<file path="src/rtl/ustat_pkg.sv">
package ustat_pkg;
  localparam int BYTE_W  = 8;
  localparam int FLAG_LO = 3;

  // register selects
  localparam int SEL_FMT  = 0;
  localparam int SEL_CTRL = 1;
  localparam int SEL_STAT = 2;
  localparam int SEL_TXD  = 3;
  localparam int SEL_RXD  = 4;

  // status bit positions
  localparam int ST_TDE  = 7;
  localparam int ST_RDF  = 6;
  localparam int ST_OVR  = 5;
  localparam int ST_FRM  = 4;
  localparam int ST_PAR  = 3;
  localparam int ST_TEND = 2;
  localparam int ST_USR  = 0;

  // control bit positions
  localparam int CT_TIE  = 7;
  localparam int CT_RIE  = 6;
  localparam int CT_TE   = 5;
  localparam int CT_RE   = 4;
  localparam int CT_TEIE = 2;

  localparam logic [BYTE_W-1:0] STAT_RESET = 8'h84;
  localparam logic [BYTE_W-1:0] CTRL_MASK  = 8'hF4;

  typedef struct packed {
    logic stop2;
    logic par_odd;
    logic par_en;
    logic data7;
  } fmt_t;
endpackage

</file>
<file path="src/rtl/ustat_cfg_regs.sv">
module ustat_cfg_regs
  import ustat_pkg::*;
#(
  parameter int ADDR_W = 3
) (
  input  logic              clk,
  input  logic              rst,
  input  logic              wr_en,
  input  logic [ADDR_W-1:0] sel,
  input  logic [BYTE_W-1:0] wdata,
  output fmt_t              fmt_q,
  output logic [BYTE_W-1:0] ctrl_q,
  output logic [BYTE_W-1:0] ctrl_d,
  output logic [BYTE_W-1:0] txd_q
);
  logic wr_fmt, wr_ctrl, wr_txd;

  assign wr_fmt  = wr_en && (sel == ADDR_W'(SEL_FMT));
  assign wr_ctrl = wr_en && (sel == ADDR_W'(SEL_CTRL));
  assign wr_txd  = wr_en && (sel == ADDR_W'(SEL_TXD));

  assign ctrl_d = wr_ctrl ? (wdata & CTRL_MASK) : ctrl_q;

  always_ff @(posedge clk) begin
    if (rst) begin
      fmt_q  <= '0;
      ctrl_q <= '0;
      txd_q  <= '0;
    end else begin
      ctrl_q <= ctrl_d;
      if (wr_fmt) fmt_q <= fmt_t'(wdata[3:0]);
      if (wr_txd) txd_q <= wdata;
    end
  end
endmodule

</file>
<file path="src/rtl/ustat_rx_hold.sv">
module ustat_rx_hold
  import ustat_pkg::*;
(
  input  logic              clk,
  input  logic              rst,
  input  logic              rx_valid,
  input  logic              rx_en,
  input  logic              full_q,
  input  logic [BYTE_W-1:0] rx_byte,
  output logic              accept,
  output logic              overrun,
  output logic [BYTE_W-1:0] buf_q
);
  // arrival is judged against the full flag held at the start of the cycle
  assign accept  = rx_valid && rx_en && !full_q;
  assign overrun = rx_valid && rx_en && full_q;

  always_ff @(posedge clk) begin
    if (rst)         buf_q <= '0;
    else if (accept) buf_q <= rx_byte;
  end
endmodule

</file>
<file path="src/rtl/ustat_flags.sv">
module ustat_flags
  import ustat_pkg::*;
(
  input  logic              clk,
  input  logic              rst,
  input  logic              wr_stat,
  input  logic              rd_stat,
  input  logic              rd_rxd,
  input  logic              wr_txd,
  input  logic [BYTE_W-1:0] wdata,
  input  logic              rx_accept,
  input  logic              rx_overrun,
  input  logic              frm_in,
  input  logic              par_in,
  input  logic              te_next,
  input  logic              tx_take,
  output logic [BYTE_W-1:0] stat_q,
  output logic [BYTE_W-1:0] stat_d
);
  logic [BYTE_W-1:FLAG_LO] seen_q, seen_d, clr;
  logic                    take_ok;

  // clear mask: flag was seen as 1 and is now written as 0
  for (genvar b = FLAG_LO; b < BYTE_W; b++) begin : g_clr
    assign clr[b] = wr_stat && seen_q[b] && !wdata[b];
  end

  assign take_ok = tx_take && !stat_q[ST_TDE];

  always_comb begin
    stat_d = '0;
    // software clears first, hardware sets after
    stat_d[ST_TDE] = (stat_q[ST_TDE] && !clr[ST_TDE]) || take_ok;
    stat_d[ST_RDF] = (stat_q[ST_RDF] && !clr[ST_RDF] && !rd_rxd) || rx_accept;
    stat_d[ST_OVR] = (stat_q[ST_OVR] && !clr[ST_OVR]) || rx_overrun;
    stat_d[ST_FRM] = (stat_q[ST_FRM] && !clr[ST_FRM]) || (rx_accept && frm_in);
    stat_d[ST_PAR] = (stat_q[ST_PAR] && !clr[ST_PAR]) || (rx_accept && par_in);

    stat_d[ST_TEND] = stat_q[ST_TEND];
    if (wr_txd) stat_d[ST_TEND] = 1'b0;
    if (wr_stat && !stat_d[ST_TDE]) stat_d[ST_TEND] = 1'b0;
    if (take_ok) stat_d[ST_TEND] = 1'b1;

    if (!te_next) begin
      stat_d[ST_TDE]  = 1'b1;
      stat_d[ST_TEND] = 1'b1;
    end

    stat_d[ST_USR] = wr_stat ? wdata[ST_USR] : stat_q[ST_USR];
  end

  always_comb begin
    if (wr_stat)      seen_d = seen_q & wdata[BYTE_W-1:FLAG_LO];
    else if (rd_stat) seen_d = seen_q | stat_q[BYTE_W-1:FLAG_LO];
    else              seen_d = seen_q;
  end

  always_ff @(posedge clk) begin
    if (rst) begin
      stat_q <= STAT_RESET;
      seen_q <= '0;
    end else begin
      stat_q <= stat_d;
      seen_q <= seen_d;
    end
  end
endmodule

</file>
<file path="src/rtl/ustat_core.sv">
module ustat_core
  import ustat_pkg::*;
#(
  parameter int ADDR_W = 3
) (
  input  logic              clk,
  input  logic              rst,
  input  logic [ADDR_W-1:0] reg_sel,
  input  logic              reg_wr,
  input  logic              reg_rd,
  input  logic [7:0]        reg_wdata,
  output logic [7:0]        reg_rdata,
  input  logic              rx_valid,
  input  logic [7:0]        rx_byte,
  input  logic              rx_frame_err,
  input  logic              rx_parity_err,
  input  logic              tx_take,
  output logic              tx_req,
  output logic [7:0]        tx_byte,
  output logic              fmt_data7,
  output logic              fmt_parity_en,
  output logic              fmt_parity_odd,
  output logic              fmt_stop2,
  output logic              irq_rx_full,
  output logic              irq_tx_empty,
  output logic              irq_tx_end,
  output logic              irq_error
);
  fmt_t              fmt_q;
  logic [BYTE_W-1:0] ctrl_q, ctrl_d, txd_q, stat_q, stat_d, rx_buf_q;
  logic              wr_stat, rd_stat, rd_rxd, wr_txd;
  logic              rx_accept, rx_overrun;
  logic [BYTE_W-1:0] rd_mux;

  assign wr_stat = reg_wr && (reg_sel == ADDR_W'(SEL_STAT));
  assign wr_txd  = reg_wr && (reg_sel == ADDR_W'(SEL_TXD));
  assign rd_stat = reg_rd && !reg_wr && (reg_sel == ADDR_W'(SEL_STAT));
  assign rd_rxd  = reg_rd && (reg_sel == ADDR_W'(SEL_RXD));

  ustat_cfg_regs #(.ADDR_W(ADDR_W)) u_cfg (
    .clk(clk), .rst(rst), .wr_en(reg_wr), .sel(reg_sel), .wdata(reg_wdata),
    .fmt_q(fmt_q), .ctrl_q(ctrl_q), .ctrl_d(ctrl_d), .txd_q(txd_q)
  );

  ustat_rx_hold u_rx (
    .clk(clk), .rst(rst), .rx_valid(rx_valid), .rx_en(ctrl_q[CT_RE]),
    .full_q(stat_q[ST_RDF]), .rx_byte(rx_byte),
    .accept(rx_accept), .overrun(rx_overrun), .buf_q(rx_buf_q)
  );

  ustat_flags u_flags (
    .clk(clk), .rst(rst), .wr_stat(wr_stat), .rd_stat(rd_stat),
    .rd_rxd(rd_rxd), .wr_txd(wr_txd), .wdata(reg_wdata),
    .rx_accept(rx_accept), .rx_overrun(rx_overrun),
    .frm_in(rx_frame_err), .par_in(rx_parity_err),
    .te_next(ctrl_d[CT_TE]), .tx_take(tx_take),
    .stat_q(stat_q), .stat_d(stat_d)
  );

  always_comb begin
    unique case (int'(reg_sel))
      SEL_FMT:  rd_mux = {4'b0, fmt_q};
      SEL_CTRL: rd_mux = ctrl_q;
      SEL_STAT: rd_mux = stat_q;
      SEL_TXD:  rd_mux = txd_q;
      SEL_RXD:  rd_mux = rx_buf_q;
      default:  rd_mux = '0;
    endcase
  end

  always_ff @(posedge clk) begin
    if (rst) begin
      reg_rdata    <= '0;
      irq_rx_full  <= 1'b0;
      irq_tx_empty <= 1'b0;
      irq_tx_end   <= 1'b0;
      irq_error    <= 1'b0;
    end else begin
      if (reg_rd) reg_rdata <= rd_mux;
      irq_tx_empty <= stat_d[ST_TDE]  && ctrl_d[CT_TIE];
      irq_rx_full  <= stat_d[ST_RDF]  && ctrl_d[CT_RIE];
      irq_tx_end   <= stat_d[ST_TEND] && ctrl_d[CT_TEIE];
      irq_error    <= (stat_d[ST_OVR] || stat_d[ST_FRM] || stat_d[ST_PAR])
                      && ctrl_d[CT_RIE];
    end
  end

  assign tx_req         = !stat_q[ST_TDE];
  assign tx_byte        = txd_q;
  assign fmt_data7      = fmt_q.data7;
  assign fmt_parity_en  = fmt_q.par_en;
  assign fmt_parity_odd = fmt_q.par_odd;
  assign fmt_stop2      = fmt_q.stop2;
endmodule

</file>
<file path="config.mk">
export PLATFORM = sky130hd
export DESIGN_NAME = ustat_core
export DESIGN_NICKNAME = d
export VERILOG_FILES = /design/src/rtl/ustat_pkg.sv /design/src/rtl/ustat_cfg_regs.sv /design/src/rtl/ustat_rx_hold.sv /design/src/rtl/ustat_flags.sv /design/src/rtl/ustat_core.sv
export SDC_FILE = /design/constraint.sdc
export NUM_CORES = 1
export LEC_CHECK = 0
export ABC_AREA = 1
export BUFFER_PORTS_ARGS = -buffer_cell sky130_fd_sc_hd__buf_4
export CORE_ASPECT_RATIO = 0.7
export CORE_MARGIN = 2
export CORE_UTILIZATION = 52
export CTS_CLUSTER_DIAMETER = 50
export CTS_CLUSTER_SIZE = 30
export DETAILED_ROUTE_END_ITERATION = 10
export GPL_ROUTABILITY_DRIVEN = 0
export GPL_TIMING_DRIVEN = 1
export PLACE_DENSITY = 0.78
export SYNTH_ARGS = -nofsm -noshare
export SYNTH_HDL_FRONTEND = slang
export SYNTH_SLANG_ARGS = --single-unit
</file>
<file path="constraint.sdc">
create_clock -name clk -period 1.5 [get_ports clk]
set_input_delay 0.075 -clock clk [delete_from_list [all_inputs] [get_ports clk]]
set_output_delay 0.075 -clock clk [all_outputs]
set_load 0.005 [all_outputs]
</file>
==> reports/results.txt <==
die extent in y: 57.3 um
slowest stage cell, crit path: sky130_fd_sc_hd__dfxtp_1
starting density of the core: 54.2%
post-synthesis sequential area ratio: 46.4%
die boundary width: 80.2 um
top library cells by usage in the layout, fill and taps aside: sky130_fd_sc_hd__nand2_1, sky130_fd_sc_hd__buf_4, sky130_fd_sc_hd__dfxtp_1
startpoint kind of the worst setup timing path: register
DRT Wirelength: 5620 um
crit-path max FO: 10
nets@finish: 384
upper clock frequency limit: 858 MHz
slack of the worst reg-to-reg path: 0.33 ns
leftover overflow at the end of global routing: 0
Setup-failing EPs final: 0
clock root buffer master: sky130_fd_sc_hd__clkbuf_8
top-level I/O count: 52
Mapped Avg Cell Area: 7.06 um2
CTS buffer count: 5
cell types with the largest area share after synthesis: sky130_fd_sc_hd__dfxtp_1, sky130_fd_sc_hd__nand2_1, sky130_fd_sc_hd__a21oi_1, sky130_fd_sc_hd__nor2_1, sky130_fd_sc_hd__nand3_1
data arrival time of the critical path: 1.40 ns
CTS H-tree depth: 2
Clk pin slew, worst setup/hold paths: 0.09 ns
final sum of negative setup slack: 0 ns
buffer and inverter count on the worst path: 1
most common library cell in the layout ignoring fill and taps: sky130_fd_sc_hd__nand2_1
total power per unit cell area: 868 nW/um2
largest net degree at the start of global routing: 21
number of violations of the max-capacitance limit: 0
path type of the worst min-delay path: input pin to register
distinct cell type count of the synthesized netlist: 22
Post-Synthesis Net Count: 326
cell class contributing the biggest share of worst-path delay: simple AND/OR/NAND/NOR gates
buffers added on ports: 51
area of the die: 4600 um2
cell count after synthesis: 299
share of layout cells above drive strength 1: 22.3%
Clock Skews: 0.00596 ns
fraction of synthesized cell area taken by the top area cell type: 46.4%
number of instances on the worst hold path: 3
site row count: 19
Final Cycle Share: 77.7%
clock tree from TritonCTS: done
required time of the critical path: 1.74 ns
Yosys warnings: 0
most repeated library cell on the critical path: sky130_fd_sc_hd__nor2_1
global-route usage over all layers: 25.9%
Reg-to-Reg End: irq_error$_SDFF_PP0_
wire length of the first global-routing pass: 9030 um
Yosys reg bits: 49
wire length per cell: 13.7 um
final hold viol count: 0
post-route antenna net violation count: 0
type of the worst setup path: register to register
post-synth top area cell: sky130_fd_sc_hd__dfxtp_1
number of remaining DRC errors: 0
min Tclk post-route: 1.17 ns
synthesized cell area: 2110 um2
number of clock sinks: 49
startpoint of the most critical hold path: rx_byte[7]
Max stage delay on crit path: 0.38 ns
worst reg2reg path depth: 6
drt via density: 5.20
Hold Path End: u_rx.buf_q[7]$_SDFFE_PP0P_
critical path cell sequence: nand2_1, nor2_2, inv_2, nor2_1, nor2_1, a21oi_1
worst reg2reg startpoint: u_cfg.ctrl_q[4]$_SDFFE_PP0P_
leakage power: 0.00118 uW
actual slew at the worst max-slew pin: 0.394 ns
max_slew headroom: 73.6%
total via count in the routed design: 2130
core region area: 3900 um2
Placed Area: 2550 um2
Post-CTS Resized: 0
unrepaired setup endpoints after global routing: no
area overhead of the layout relative to synthesis: 27.1%
maximum buffer depth of the clock tree: 2
number of antenna violations at the first check in global routing: 0
largest vdd supply drop: 0.901 mV
Iter 0 DRT Violations: 191
number of filler cells placed in the layout: 356
critical path endpoint category: register
source-to-sink clock delay at the later pin of the worst-skew pair: 0.30 ns
status: complete, no violations
Post-Layout Inst Area: 2680 um2
max-slew violation total from the final report: 0
length of the first detailed-routing pass in iterations: 4
vias in the first global route: 1884
Detail Placement HPWL: 4110 um
number of diodes: 0
-- routing by layer --
metal	GRT usage, %	up-vias	wire length, um	share of wire, %
li1	-	1082	-	-
met1	39.6	955	2710	48
met2	37.3	89	2400	43
met3	7.12	4	480	8.5
met4	4.36	0	40	0.71
met5	0	-	0	0
-- metrics by stage --
stage	setup WS, ns	hold WS, ns	instances	total power (uW)	utilization [%]
final	0.335	0.0120	410	2330	68.8
after global routing	0.247	0.0202	410	2430	68.8
after CTS	0.341	0.0140	410	2330	68.8
after detailed placement	0.211	0.303	397	1600	65.5
after global placement	0.246	0.295	397	1600	65.5
after floorplan	0.443	0.207	299	1480	-
-- how the worst max path moves through the flow --
stage / startpoint / end / slack (ns) / depth (start not counted)
2_1_floorplan: u_cfg.ctrl_q[4]$_SDFFE_PP0P_ / irq_error$_SDFF_PP0_ / 0.44 / 6
5_1_grt: u_cfg.ctrl_q[4]$_SDFFE_PP0P_ / irq_error$_SDFF_PP0_ / 0.25 / 6
3_5_place_dp: reg_sel[2] / u_flags.stat_q[7]$_SDFF_PP1_ / 0.21 / 9
4_1_cts: u_cfg.ctrl_q[4]$_SDFFE_PP0P_ / irq_error$_SDFF_PP0_ / 0.34 / 6
6_report: u_cfg.ctrl_q[4]$_SDFFE_PP0P_ / irq_error$_SDFF_PP0_ / 0.33 / 6
3_3_place_gp: reg_sel[2] / irq_tx_end$_SDFF_PP0_ / 0.25 / 9
-- registers in the layout, summed over array words and instances, names as in the netlist --
| signal | flops |
|---|---|
| irq_error | 1 |
| irq_rx_full | 1 |
| irq_tx_empty | 1 |
| irq_tx_end | 1 |
| reg_rdata | 8 |
| u_cfg.ctrl_q | 5 |
| u_cfg.fmt_q | 4 |
| u_cfg.txd_q | 8 |
| u_flags.seen_q | 5 |
| u_flags.stat_q | 7 |
| u_rx.buf_q | 8 |
-- worst min-delay path, cell delays in order --
cell and delay, ns:
sky130_fd_sc_hd__buf_4 0.08, sky130_fd_sc_hd__nor2_1 0.03, sky130_fd_sc_hd__nor2_1 0.09
-- report_power, final --
part	internal, uW	total, uW	leakage, uW	switching (uW)
Combinational	103	243	0.000744	140
Clock	332	749	0.0000395	417
Sequential	1320	1340	0.000396	15.3
-- Yosys cell counts, drive strengths merged --
master,count
nand2,84
dfxtp,49
nor2,43
a21oi,33
nand3,25
inv,24
o21ai,24
clkbuf,8
a31oi,2
nand4,2
nor3,2
buf,1
clkinv,1
o21bai,1
-- area by class of cell --
cell class	instances	area [um2]	area share [%]
Multi-Input combinational cell	216	1000	37.3
Sequential cell	49	981	36.6
Timing Repair Buffer	60	463	17.2
Inverter	25	93.8	3.50
Clock buffer	8	80.1	2.98
Tap cell	52	65.1	2.42
-- logic make-up (layout without fill, tap and decap cells) --
family	after synthesis	count (layout)	synth area share [%]
AND/OR/NAND/NOR	156	156	32.9
flip-flops	49	49	46.4
AO/OA/AOI/OAI	60	60	14.5
buffers and inverters	34	93	6.16
-- repair_timing --
item,4_1_cts,5_1_grt
hold buffers,5,0
hold endpoints to repair,5,0
setup buffers,0,0
Power figures use the tool's default switching activity.
